### config.mk
export PLATFORM = sky130hd
export DESIGN_NAME = pend_req_buf
export DESIGN_NICKNAME = d
export VERILOG_FILES = /design/src/rtl/pr_pkg.sv /design/src/rtl/pr_match.sv /design/src/rtl/pr_store.sv /design/src/rtl/pr_sched.sv /design/src/rtl/pend_req_buf.sv
export SDC_FILE = /design/constraint.sdc
export NUM_CORES = 1
export LEC_CHECK = 0
export ABC_CLOCK_PERIOD_IN_PS = 4750
export BUFFER_PORTS_ARGS = -buffer_cell sky130_fd_sc_hd__buf_2
export CORE_MARGIN = 5
export CORE_UTILIZATION = 64
export DETAILED_ROUTE_END_ITERATION = 6
export PLACE_DENSITY = 0.82
export SLEW_MARGIN = 30
export SYNTH_ARGS = -nofsm -noshare
export SYNTH_HDL_FRONTEND = slang
export SYNTH_SLANG_ARGS = --single-unit
### constraint.sdc
create_clock -name clk_i -period 4.75 [get_ports clk_i]
set_input_delay 0.7125 -clock clk_i [delete_from_list [all_inputs] [get_ports clk_i]]
set_output_delay 0.7125 -clock clk_i [all_outputs]
set_load 0.01 [all_outputs]
### src/rtl/pr_pkg.sv
package pr_pkg;
  typedef enum logic [1:0] {
    KIND_READ  = 2'b00,
    KIND_PREF  = 2'b01,
    KIND_WRITE = 2'b10
  } req_kind_e;
endpackage

### src/rtl/pr_match.sv
module pr_match #(
  parameter int DEPTH = 8,
  parameter int AW    = 16
) (
  input  logic [DEPTH-1:0][AW-1:0] ent_addr_i,
  input  logic [DEPTH-1:0]         ent_valid_i,
  input  logic [AW-1:0]            key_i,
  output logic [DEPTH-1:0]         hit_vec_o
);
  for (genvar i = 0; i < DEPTH; i++) begin : g_cmp
    assign hit_vec_o[i] = ent_valid_i[i] && (ent_addr_i[i] == key_i);
  end
endmodule

### src/rtl/pr_store.sv
module pr_store
  import pr_pkg::*;
#(
  parameter int DEPTH = 8,
  parameter int AW    = 16
) (
  input  logic                     clk_i,
  input  logic                     rst_ni,
  input  logic [DEPTH-1:0]         alloc_oh_i,
  input  logic [AW-1:0]            alloc_addr_i,
  input  logic [1:0]               alloc_kind_i,
  input  logic [DEPTH-1:0]         issue_oh_i,
  input  logic [DEPTH-1:0]         retire_oh_i,
  output logic [DEPTH-1:0]         valid_o,
  output logic [DEPTH-1:0]         issued_o,
  output logic [DEPTH-1:0][AW-1:0] addr_o,
  output logic [DEPTH-1:0][1:0]    kind_o,
  output logic [DEPTH-1:0][DEPTH-1:0] older_o
);
  logic [DEPTH-1:0]            valid_q, issued_q;
  logic [DEPTH-1:0][AW-1:0]    addr_q;
  logic [DEPTH-1:0][1:0]       kind_q;
  // older_q[i][j]: entry j arrived before entry i
  logic [DEPTH-1:0][DEPTH-1:0] older_q;

  always_ff @(posedge clk_i or negedge rst_ni) begin
    if (!rst_ni) begin
      valid_q  <= '0;
      issued_q <= '0;
      addr_q   <= '0;
      kind_q   <= '0;
      older_q  <= '0;
    end else begin
      for (int i = 0; i < DEPTH; i++) begin
        if (alloc_oh_i[i]) begin
          valid_q[i]  <= 1'b1;
          issued_q[i] <= 1'b0;
          addr_q[i]   <= alloc_addr_i;
          kind_q[i]   <= alloc_kind_i;
          older_q[i]  <= valid_q & ~retire_oh_i;
        end else begin
          if (retire_oh_i[i]) begin
            valid_q[i]  <= 1'b0;
            issued_q[i] <= 1'b0;
          end else if (issue_oh_i[i]) begin
            issued_q[i] <= 1'b1;
          end
          older_q[i] <= older_q[i] & ~alloc_oh_i;
        end
      end
    end
  end

  assign valid_o  = valid_q;
  assign issued_o = issued_q;
  assign addr_o   = addr_q;
  assign kind_o   = kind_q;
  assign older_o  = older_q;
endmodule

### src/rtl/pr_sched.sv
module pr_sched
  import pr_pkg::*;
#(
  parameter int DEPTH = 8,
  parameter int AW    = 16
) (
  input  logic [DEPTH-1:0]            valid_i,
  input  logic [DEPTH-1:0]            issued_i,
  input  logic [DEPTH-1:0][AW-1:0]    addr_i,
  input  logic [DEPTH-1:0][1:0]       kind_i,
  input  logic [DEPTH-1:0][DEPTH-1:0] older_i,
  output logic [DEPTH-1:0]            grant_oh_o,
  output logic                        grant_any_o
);
  logic [DEPTH-1:0] elig, elig_rd, elig_ot, pick_rd, pick_ot;

  always_comb begin
    for (int i = 0; i < DEPTH; i++) begin
      logic blk;
      blk = 1'b0;
      for (int j = 0; j < DEPTH; j++) begin
        // same block busy in memory, or an older entry to it still waits
        if (j != i && valid_i[j] && addr_i[j] == addr_i[i] &&
            (issued_i[j] || older_i[i][j]))
          blk = 1'b1;
      end
      elig[i]    = valid_i[i] && !issued_i[i] && !blk;
      elig_rd[i] = elig[i] && (kind_i[i] == KIND_READ);
      elig_ot[i] = elig[i] && (kind_i[i] != KIND_READ);
    end
  end

  always_comb begin
    for (int i = 0; i < DEPTH; i++) begin
      pick_rd[i] = elig_rd[i];
      pick_ot[i] = elig_ot[i];
      for (int j = 0; j < DEPTH; j++) begin
        if (elig_rd[j] && older_i[i][j]) pick_rd[i] = 1'b0;
        if (elig_ot[j] && older_i[i][j]) pick_ot[i] = 1'b0;
      end
    end
  end

  assign grant_oh_o  = (|elig_rd) ? pick_rd : pick_ot;
  assign grant_any_o = |elig;
endmodule

### src/rtl/pend_req_buf.sv
module pend_req_buf
  import pr_pkg::*;
#(
  parameter int DEPTH = 8,
  parameter int AW    = 16
) (
  input  logic          clk_i,
  input  logic          rst_ni,
  input  logic          req_valid_i,
  output logic          req_ready_o,
  input  logic [AW-1:0] req_addr_i,
  input  logic [1:0]    req_kind_i,
  output logic          mem_valid_o,
  input  logic          mem_ready_i,
  output logic [AW-1:0] mem_addr_o,
  output logic [1:0]    mem_kind_o,
  input  logic          rsp_valid_i,
  input  logic [AW-1:0] rsp_addr_i,
  input  logic          rsp_neg_i,
  input  logic [AW-1:0] look_addr_i,
  output logic          look_hit_o
);
  logic [DEPTH-1:0]            ent_valid, ent_issued;
  logic [DEPTH-1:0][AW-1:0]    ent_addr;
  logic [DEPTH-1:0][1:0]       ent_kind;
  logic [DEPTH-1:0][DEPTH-1:0] ent_older;
  logic [DEPTH-1:0]            free_oh, alloc_oh, grant_oh, issue_oh, retire_oh;
  logic [DEPTH-1:0]            rsp_hits, look_hits;
  logic                        grant_any;
  logic                        rsp_kind_unused;

  // data and negative replies retire alike
  assign rsp_kind_unused = rsp_neg_i;

  always_comb begin
    free_oh = '0;
    for (int i = DEPTH - 1; i >= 0; i--) begin
      if (!ent_valid[i]) free_oh = DEPTH'(1) << i;
    end
  end

  assign req_ready_o = |free_oh;
  assign alloc_oh    = (req_valid_i && req_ready_o) ? free_oh : '0;

  pr_store #(.DEPTH(DEPTH), .AW(AW)) u_store (
    .clk_i       (clk_i),
    .rst_ni      (rst_ni),
    .alloc_oh_i  (alloc_oh),
    .alloc_addr_i(req_addr_i),
    .alloc_kind_i(req_kind_i),
    .issue_oh_i  (issue_oh),
    .retire_oh_i (retire_oh),
    .valid_o     (ent_valid),
    .issued_o    (ent_issued),
    .addr_o      (ent_addr),
    .kind_o      (ent_kind),
    .older_o     (ent_older)
  );

  pr_sched #(.DEPTH(DEPTH), .AW(AW)) u_sched (
    .valid_i    (ent_valid),
    .issued_i   (ent_issued),
    .addr_i     (ent_addr),
    .kind_i     (ent_kind),
    .older_i    (ent_older),
    .grant_oh_o (grant_oh),
    .grant_any_o(grant_any)
  );

  pr_match #(.DEPTH(DEPTH), .AW(AW)) u_rsp_match (
    .ent_addr_i (ent_addr),
    .ent_valid_i(ent_valid & ent_issued),
    .key_i      (rsp_addr_i),
    .hit_vec_o  (rsp_hits)
  );

  pr_match #(.DEPTH(DEPTH), .AW(AW)) u_look_match (
    .ent_addr_i (ent_addr),
    .ent_valid_i(ent_valid),
    .key_i      (look_addr_i),
    .hit_vec_o  (look_hits)
  );

  assign retire_oh  = rsp_valid_i ? rsp_hits : '0;
  assign look_hit_o = |look_hits;

  assign mem_valid_o = grant_any;
  assign issue_oh    = (mem_valid_o && mem_ready_i) ? grant_oh : '0;

  always_comb begin
    mem_addr_o = '0;
    mem_kind_o = '0;
    for (int i = 0; i < DEPTH; i++) begin
      if (grant_oh[i]) begin
        mem_addr_o = mem_addr_o | ent_addr[i];
        mem_kind_o = mem_kind_o | ent_kind[i];
      end
    end
  end
endmodule

==> summary.md, run 1 <==
| Metric | Value |
|---|---|
| GR Util All Layers | `86.6%` |
| Sink count of the clock tree | `224` |
| Buffer type at the clock tree root | `sky130_fd_sc_hd__clkbuf_16` |
| Number of buffers on the longest clock path | `3` |
| Cell total after placement | `between 2000 and 3000` |
| Number of clock buffers inserted by TritonCTS | `25` |
| Post-synth EDFFs | `0` |
| Halt Stage | `global routing` |
| Distinct cells, synth | `between 60 and 70` |
| Mean area per synthesized cell | `approximately 9.0 sq um` |
| Most frequently used cell type in the post-synthesis netlist | `sky130_fd_sc_hd__xor2_1` |
| Yosys reg bits | `approximately 220` |
| Type of pin the worst path ends at | `top-level output` |
| Post-synth top flop | `sky130_fd_sc_hd__dfrtp_1` |
| Starting density of the core | `64.3%` |
| Post-synthesis cell area | `between 20000 and 25000 sq um` |
| Die boundary width | `~190 um` |
| Pin count of the biggest net entering global routing | `99` |
| Largest area contributor in the synthesized netlist | `sky130_fd_sc_hd__dfrtp_1` |
| Die Y-Extent | `188 um` |
| Stop Error | `[ERROR GRT-0232] Routing congestion too high. Check the congestion heatmap in the GUI.` |
| Core Rows | `65` |
| Main area contributors after synthesis | `sky130_fd_sc_hd__dfrtp_1, sky130_fd_sc_hd__xor2_1, sky130_fd_sc_hd__xnor2_1, sky130_fd_sc_hd__mux2_2, sky130_fd_sc_hd__nor4_1` |
| Number of nets in the synthesized netlist | `about 2300` |
| Count of synthesis-stage warnings from yosys | `0` |
| Seq/Total Area, Yosys | `between 20 and 30%` |
| Weighted congestion at the end of routability-driven global placement | `roughly 1.2` |
| Count of input and output buffers | `75` |
| Top cells by instance count after synthesis | `sky130_fd_sc_hd__xor2_1, sky130_fd_sc_hd__dfrtp_1, sky130_fd_sc_hd__xnor2_1` |
| CTS HTree Levels | `1` |
| Critical endpoint after global-route timing repair | `mem_addr_o[14]` |
| Run status | `did not finish` |
| Proportion of synthesized flip-flops having asynchronous set or reset | `between 90% and 100%` |
| Number of top-level design ports | `77` |
| Grt ovf | `267` |
| Post-synthesis cell count | `2255` |
| Detailed Place HPWL | `between 70 and 80 mm` |
| Fraction of post-synthesis cell area in the top cell type by area | `~28%` |
==> cells by family after synthesis <==
family                 count (synthesis)  share of synthesized area [%]
multiplexers                          90                           5.02
AO/OA/AOI/OAI                        357                           11.8
flip-flops                           224                           27.8
XOR/XNOR                             704                           30.5
AND/OR/NAND/NOR                      493                           14.4
buffers and inverters                387                           10.5
==> timing repair <==
item                                    CTS
setup buffers                           124
endpoints found under the setup margin   18
pin swaps                                40
hold buffers                              0
cloned                                    9
endpoints found under the hold margin     0
gates resized for setup                 300
==> metrics by stage <==
| step | hold WS (ns) | area, sq um | worst slack [ns] |
|---|---|---|---|
| floorplan | 0.417 | 20200 | 0.983 |
| global placement | 0.475 | 23700 | -0.198 |
| detailed placement | 0.512 | 23700 | -0.217 |
| CTS | 0.210 | 27200 | -0.397 |
==> routing by layer <==
layer | GRT usage (%) | GRT overflow
met4 | 85.7 | 137
met1 | 87.1 | 6
met3 | 78.7 | 14
met2 | 95.4 | 109
met5 | 55.4 | 1
==> inputs of run 2 (changes only) <==
Settings changed: CORE_UTILIZATION 64 to 40, PLACE_DENSITY 0.82 to unset, PLACE_DENSITY_LB_ADDON set to 0.15.
==> run 2 against run 1 <==
  * The flow now finishes, with violations (setup timing)
  * Synthesized area is the same
  * Synthesized cell count did not move
==> summary.md, run 2 <==
| Metric | Value |
|---|---|
| Count of input and output buffers | `75` |
| Most common cell after layout, fill and taps aside | `sky130_fd_sc_hd__buf_4` |
| Max frequency | `about 0.19 GHz` |
| Core Rows | `82` |
| Power share of the clock group | `about 8.7%` |
| Kind of start point of the critical path | `flip-flop` |
| Crit path from | `u_store.addr_o[34]` |
| DRT iter0 DRCs | `about 2500` |
| CTS HTree Levels | `1` |
| Count of final max-slew check failures | `0` |
| Pin count of the biggest net entering global routing | `about 140` |
| P_sw | `13.3 mW` |
| Period utilisation layout | `112%` |
| Die Y-Extent | `235 um` |
| Distinct cells, synth | `63` |
| R2R cell count | `16` |
| Post-synth top flop | `sky130_fd_sc_hd__dfrtp_1` |
| Number of top-level design ports | `between 70 and 80` |
| Startpoint of the worst register-to-register path | `u_store.addr_o[120]` |
| Post-synth EDFFs | `0` |
| Hold violation total from the final report | `0` |
| Setup repair after global routing missed its margin | `true` |
| FF-to-FF setup slack | `0.83 ns` |
| Min-Delay Path Depth | `3` |
| Post-synthesis cell area | `slightly above 20000 sq um` |
| Part of the power in registers | `16.8%` |
| Most frequently used cell type in the post-synthesis netlist | `sky130_fd_sc_hd__xor2_1` |
| Clk_skew | `around 0.019 ns` |
| Final nets | `around 2800` |
| Violated checks | `setup timing` |
| Most frequent cells in the layout | `sky130_fd_sc_hd__buf_4, sky130_fd_sc_hd__xor2_1, sky130_fd_sc_hd__xnor2_1, sky130_fd_sc_hd__o21ai_0, sky130_fd_sc_hd__dfrtp_1` |
| Top cells by instance count after synthesis | `sky130_fd_sc_hd__xor2_1, sky130_fd_sc_hd__dfrtp_1, sky130_fd_sc_hd__xnor2_1` |
| GR Util All Layers | `37.2%` |
| Largest area contributor in the synthesized netlist | `sky130_fd_sc_hd__dfrtp_1` |
| First-pass GRT wire length | `~150 mm` |
| Number of clock buffers inserted by TritonCTS | `29` |
| Hold_sp | `req_addr_i[10]` |
| Measured slew at the worst slew-check pin | `between 1 and 1.5 ns` |
| Number of failing setup endpoints in the final timing report | `18` |
| Count of synthesis-stage warnings from yosys | `0` |
| Sink count of the clock tree | `224` |
| Weighted congestion at the end of routability-driven global placement | `~1.1` |
| Crit path kind | `flip-flop to output pin` |
| Critical path capture point type | `output pin` |
| Mean area per synthesized cell | `8.95 sq um` |
| Number of antenna violations at the first check in global routing | `1` |
| Main area contributors after synthesis | `sky130_fd_sc_hd__dfrtp_1, sky130_fd_sc_hd__xor2_1, sky130_fd_sc_hd__xnor2_1, sky130_fd_sc_hd__mux2_2, sky130_fd_sc_hd__nor4_1` |
| Worst flop-to-flop path endpoint | `u_store.issued_o[6]` |
| Fraction of post-synthesis cell area in the top cell type by area | `27.8%` |
| Area growth from synthesis to layout | `41.7%` |
| Proportion of synthesized flip-flops having asynchronous set or reset | `between 90% and 100%` |
| Worst ir drop on vdd | `0.587 mV` |
| Critical Path AT | `roughly 4.6 ns` |
| Final setup TNS | `-9.50 ns` |
| Core area | `approximately 50000 sq um` |
| Seq/Total Area, Yosys | `~28%` |
| Wire length per cell | `between 30 and 40 um` |
| Die boundary width | `~230 um` |
| Detailed-routing iteration count for the pre-antenna-repair pass | `5` |
| Antenna-violating nets left | `0` |
| Endpoint required time on the critical path | `roughly 4.0 ns` |
| Number of flip-flops in the largest register | `about 130` |
| Max cap viols | `0` |
| Drt drc | `0` |
| Grt ovf | `0` |
| Yosys reg bits | `roughly 220` |
| Vias per inst | `a little under 6` |
| CTS tree | `yes` |
| Min-delay worst type | `primary input to flip-flop` |
| Run status | `finished with violations` |
| Starting density of the core | `roughly two fifths` |
| Number of buffers on the longest clock path | `3` |
| Via Count | `slightly above 20000` |
| Sw Share | `50.0%` |
| Routed WL | `around 110 mm` |
| Post-synthesis cell count | `about 2300` |
| Fillers | `approximately 4500` |
| Buffer type at the clock tree root | `sky130_fd_sc_hd__clkbuf_16` |
| Pre-CTS setup slack | `-0.374 ns` |
| Leakage Power | `~13 nW` |
| Setup slack of the critical path after layout | `-0.565 ns` |
| Ratio of total power to cell area | `about 930 nW/um^2` |
| Clock slew seen by the registers of the worst setup and hold paths | `about 0.06 ns` |
| Post-layout minimum cycle time | `approximately 5.3 ns` |
| Number of nets in the synthesized netlist | `around 2300` |
| Logic pwr share | `~74%` |
| Highest fanout seen on the critical path | `5` |
| Clk Latency, worst-skew pair | `0.62 ns` |
| Internal Dissipation | `roughly 13 mW` |
| Detailed Place HPWL | `just over 80 mm` |
| Number of global-route vias before repair | `between 15000 and 20000` |
| Endpoint with the worst hold slack | `u_store.addr_o[74]` |
| Layout cells sized above 1 | `between 40% and 50%` |
| Worst max-slew margin expressed relative to the limit | `around a quarter` |
| Die area | `~55000 sq um` |
run 2: cell counts after synthesis:
Identical to the previous run, type by type.
run 2: how the worst max path moves through the flow:
stage	endpoint	slack, ns
global placement	mem_addr_o[7]	-0.55
floorplan	mem_addr_o[10]	0.98
CTS	mem_addr_o[1]	-0.46
finish	mem_addr_o[5]	-0.57
global route	mem_addr_o[6]	-0.62
detailed placement	mem_addr_o[1]	-0.37
run 2: layout make-up:
type	instances	area, sq um	area share [%]
Antenna cell	1	2.50	0.00875
Clock buffer	38	810	2.83
Clock inverter	12	168	0.586
Inverter	150	563	1.97
Multi-Input combinational cell	1644	14200	49.8
Sequential cell	224	5690	19.9
Tap cell	672	841	2.94
Timing Repair Buffer	699	6300	22.0
run 2: worst max-delay path: stages, from the launching register on:
cell and delay, ns:
sky130_fd_sc_hd__dfrtp_2 0.48, sky130_fd_sc_hd__buf_12 0.15, sky130_fd_sc_hd__buf_4 0.13, sky130_fd_sc_hd__xor2_1 0.24, sky130_fd_sc_hd__nor4_4 0.12, sky130_fd_sc_hd__nand4_1 0.15, sky130_fd_sc_hd__buf_6 0.14, sky130_fd_sc_hd__o22ai_2 0.09
sky130_fd_sc_hd__buf_6 0.18, sky130_fd_sc_hd__buf_4 0.14, sky130_fd_sc_hd__nor4_4 0.27, sky130_fd_sc_hd__buf_4 0.21, sky130_fd_sc_hd__buf_6 0.09, sky130_fd_sc_hd__buf_4 0.09, sky130_fd_sc_hd__a221o_1 0.20, sky130_fd_sc_hd__a2bb2oi_4 0.18
sky130_fd_sc_hd__buf_6 0.16, sky130_fd_sc_hd__clkbuf_16 0.22, sky130_fd_sc_hd__o22ai_1 0.09, sky130_fd_sc_hd__or4_1 0.50, sky130_fd_sc_hd__buf_2 0.17
run 2: kinds of logic after synthesis:
| group | Yosys count | share of synthesized area [%] |
|---|---|---|
| flip-flops | 224 | 27.8 |
| XOR/XNOR | 704 | 30.5 |
| AND/OR/NAND/NOR | 493 | 14.4 |
| multiplexers | 90 | 5.02 |
| AO/OA/AOI/OAI | 357 | 11.8 |
| buffers and inverters | 387 | 10.5 |
run 2: metrics by stage:
stage                     instance area (sq um)  utilization, %  hold WS [ns]  cells  total power, mW
after floorplan                           20200               -         0.417   2255             12.3
after global placement                    24700            49.3         0.504   3297             19.9
after detailed placement                  24700            49.4         0.514   3297             20.1
after CTS                                 27500            54.9         0.401   3393             24.9
after global routing                      28600            57.1         0.437   3439             27.5
final                                     28600            57.1         0.426   3440             26.7
run 2: what timing repair did:
action | CTS | global route
hold buffers | 1 | 0
endpoints found under the hold margin | 1 | 0
endpoints found under the setup margin | 19 | 18
cloned | 3 | 3
pin swaps | 63 | 37
resized for setup | 261 | 119
setup buffers | 49 | 44
run 2: per-layer routing:
layer	vias up	track usage, %	wire length [um]
met5	-	0	0
met4	0	14.0	5630
met3	229	7.32	10500
met2	1180	54.5	45700
met1	10200	54.2	47400
li1	8654	-	-
run 2: power by group through the flow:
stage / Clock, mW / Combinational, mW / Sequential [mW]
2_1_floorplan: 0 / 9.09 / 3.26
3_3_place_gp: 0 / 15.5 / 4.42
3_5_place_dp: 0 / 15.6 / 4.42
4_1_cts: 2.36 / 18.1 / 4.42
5_1_grt: 2.43 / 20.5 / 4.56
6_report: 2.33 / 19.8 / 4.49
Note: power is estimated with default switching activity, not from simulation.
==> inputs of run 3 (changes only) <==
Settings changed: ABC_CLOCK_PERIOD_IN_PS 4750 to 6000.
Clock period 4.75 ns to 6 ns, I/O delays scaled along.
==> run 3 against run 2 <==
  * The run ends with DRC left
  * Total power down 42%
  * Die area unchanged
  * Register-to-register slack better by 0.81 ns
  * Core utilization down 13 points
  * Worst hold slack worse by 0.15 ns
  * Largest cell class unchanged
  * Largest power group unchanged
==> summary.md, run 3 (synthesis results as in run 2) <==
| Metric | Value |
|---|---|
| P_sw | `between 8 and 9 mW` |
| Most common cell after layout, fill and taps aside | `sky130_fd_sc_hd__xor2_1` |
| Hold violation total from the final report | `0` |
| DRT iter0 DRCs | `about 2400` |
| Measured slew at the worst slew-check pin | `approximately 1.1 ns` |
| Crit path kind | `flip-flop to output pin` |
| Sequential cell area | `5710 sq um` |
| Internal Dissipation | `approximately 7 mW` |
| Final nets | `roughly 2300` |
| Number of flip-flops in the largest register | `around 130` |
| Run status | `finished with violations` |
| Logic pwr share | `between 50% and 60%` |
| Count of final max-slew check failures | `0` |
| Via Count | `between 15000 and 20000` |
| Period utilisation layout | `between 90 and 100%` |
| Number of failing setup endpoints in the final timing report | `0` |
| Number of clock buffers inserted by TritonCTS | `30` |
| Post-route cell area | `22000 sq um` |
| Detailed-routing iteration count for the pre-antenna-repair pass | `7` |
| Max frequency | `0.167 GHz` |
| Routed WL | `slightly below 100 mm` |
| Number of global-route vias before repair | `16800` |
| Largest stage delay on the critical path | `between 0.7 and 0.8 ns` |
| CTS HTree Levels | `1` |
| R2R cell count | `11` |
| Core area | `roughly 50000 sq um` |
| Sink count of the clock tree | `approximately 220` |
| Core Rows | `82` |
| Fillers | `between 5000 and 6000` |
| Clock slew seen by the registers of the worst setup and hold paths | `approximately 0.06 ns` |
| Critical Path AT | `5.07 ns` |
| Count of input and output buffers | `between 70 and 80` |
| Final setup TNS | `0 ns` |
| Post-layout minimum cycle time | `5.97 ns` |
| Clk Latency, worst-skew pair | `slightly above 0.6 ns` |
| Uppermost layer routed | `met5` |
| Setup slack of the critical path after layout | `0.0263 ns` |
| Die boundary width | `235 um` |
| Worst flop-to-flop path endpoint | `u_store.issued_o[0]` |
| Die area | `approximately 55000 sq um` |
| Part of the power in registers | `a little over a third` |
| Top delay family on crit path | `simple AND/OR/NAND/NOR gates` |
| Area growth from synthesis to layout | `9.16%` |
| Detailed Place HPWL | `71.6 mm` |
| Vias per inst | `~6.2` |
| Endpoint required time on the critical path | `5.10 ns` |
| Critical path capture point type | `output pin` |
| Drt drc | `11` |
| Kind of start point of the critical path | `flip-flop` |
| Min-delay worst type | `primary input to asynchronous set/reset pin` |
| GR Util All Layers | `33.4%` |
| Number of buffers on the longest clock path | `3` |
| N_diodes | `0` |
| Post-Route M1 WL | `about 45 mm` |
| Die Y-Extent | `roughly 230 um` |
| Most used cell along the critical path | `sky130_fd_sc_hd__o22ai_1` |
| Violated checks | `DRC` |
| Final standard cell utilization of the core | `44.0%` |
| Leakage Power | `9.33 nW` |
| Highest-delay cell along the critical path | `sky130_fd_sc_hd__nor4_1` |
| Worst ir drop on vdd | `approximately 0.44 mV` |
| Routed length on met3 | `9.63 mm` |
| Cts hold-fix bufs | `0` |
| Wire length per cell | `33.1 um` |
| Sw Share | `between 50 and 60%` |
| Most frequent cells in the layout | `sky130_fd_sc_hd__xor2_1, sky130_fd_sc_hd__xnor2_1, sky130_fd_sc_hd__o21ai_0, sky130_fd_sc_hd__inv_1, sky130_fd_sc_hd__dfrtp_1` |
| First-pass GRT wire length | `135 mm` |
| Worst max-slew margin expressed relative to the limit | `about a quarter` |
| Power share of the clock group | `between 10% and 20%` |
| Series of cell instances along the critical path | `xor2_1, nor4_1, nand4_1, o22ai_1, nor4_2, a21boi_2, nor2b_1, and4_1, a2bb2oi_2, buf_4, o22ai_1, or4_1, buf_2` |
| Ratio of total power to cell area | `roughly 700 nW/um^2` |
| Grt ovf | `0` |
| Max cap viols | `0` |
| Antenna-violating nets left | `0` |
| Number of top-level design ports | `77` |
| Pre-CTS setup slack | `roughly 0.49 ns` |
| Starting density of the core | `40.3%` |
| Buffer type at the clock tree root | `sky130_fd_sc_hd__clkbuf_16` |
| Startpoint of the worst register-to-register path | `u_store.addr_o[85]` |
| FF-to-FF setup slack | `around 1.6 ns` |
| Number of antenna violations at the first check in global routing | `2` |
| Area of the multi-input gates | `between 10000 and 15000 sq um` |
| Pin count of the biggest net entering global routing | `between 100 and 150` |
| Placed standard-cell area | `between 20000 and 25000 sq um` |
| Layout cells sized above 1 | `about 21%` |
| Clk_skew | `0.0135 ns` |
| Highest fanout seen on the critical path | `10` |
| CTS tree | `yes` |
| Number of buffers and inverters on the critical path | `2` |
| Routed wire length on met2 | `between 30 and 40 mm` |
| Weighted congestion at the end of routability-driven global placement | `approximately 1.1` |
## run 3: changes by cell type in the layout (fill, tap and decap cells not counted), sizes merged
cell and delta:
inv +1, diode -1, clkbuf +2, dlygate4sd3 -1, clkinvlp -1, clkinv +2
buf -522
## run 3: repair_timing
| action | in CTS | in global routing |
|---|---|---|
| endpoints found under the setup margin | 18 | 18 |
| gates resized for setup | 18 | 86 |
| setup buffers | 0 | 0 |
| cloned | 0 | 0 |
| hold endpoints to repair | 0 | 0 |
## run 3: per-stage QoR
stage                     total power [mW]  hold slack, ns  instances
after floorplan                       9.78           0.454       2255
after global placement                12.9           0.477       2864
after detailed placement              13.0           0.485       2864
after CTS                             15.0           0.324       2920
after global routing                  16.0           0.343       2920
final                                 15.4           0.272       2920
## run 3: area by class of cell
type	count	share of cell area [%]
inverter	150	2.55
sequential	224	25.9
clock buffer	42	3.97
multi-input combinational	1644	57.1
timing repair buffer	174	5.74
tap	672	3.81
clock inverter	14	0.891
## run 3: how the worst max path moves through the flow
stage,start,endpoint,slack [ns],cells past startpoint
2_1_floorplan,u_store.addr_o[42],mem_addr_o[10],2.05,14
3_3_place_gp,u_store.addr_o[47],mem_addr_o[0],0.49,14
3_5_place_dp,u_store.addr_o[27],mem_addr_o[0],0.49,15
4_1_cts,u_store.addr_o[88],mem_addr_o[2],0.0007,15
5_1_grt,u_store.addr_o[108],mem_addr_o[15],-0.0007,14
6_report,u_store.addr_o[48],mem_addr_o[0],0.03,13
## run 3: power by group through the flow
stage               Clock [mW]  Sequential, mW  Combinational (mW)
floorplan                    0            2.58                7.20
global placement             0            5.15                7.71
detailed placement           0            5.16                7.80
CTS                       1.96            5.15                7.85
global route              2.02            5.33                8.66
finish                    1.92            5.34                8.12
## run 3: layer usage
layer  vias up  track usage [%]
met2      1015             46.9
met3       171             7.13
met1      9174             51.6
met4         2             8.87
met5         -                0
li1       7660                -
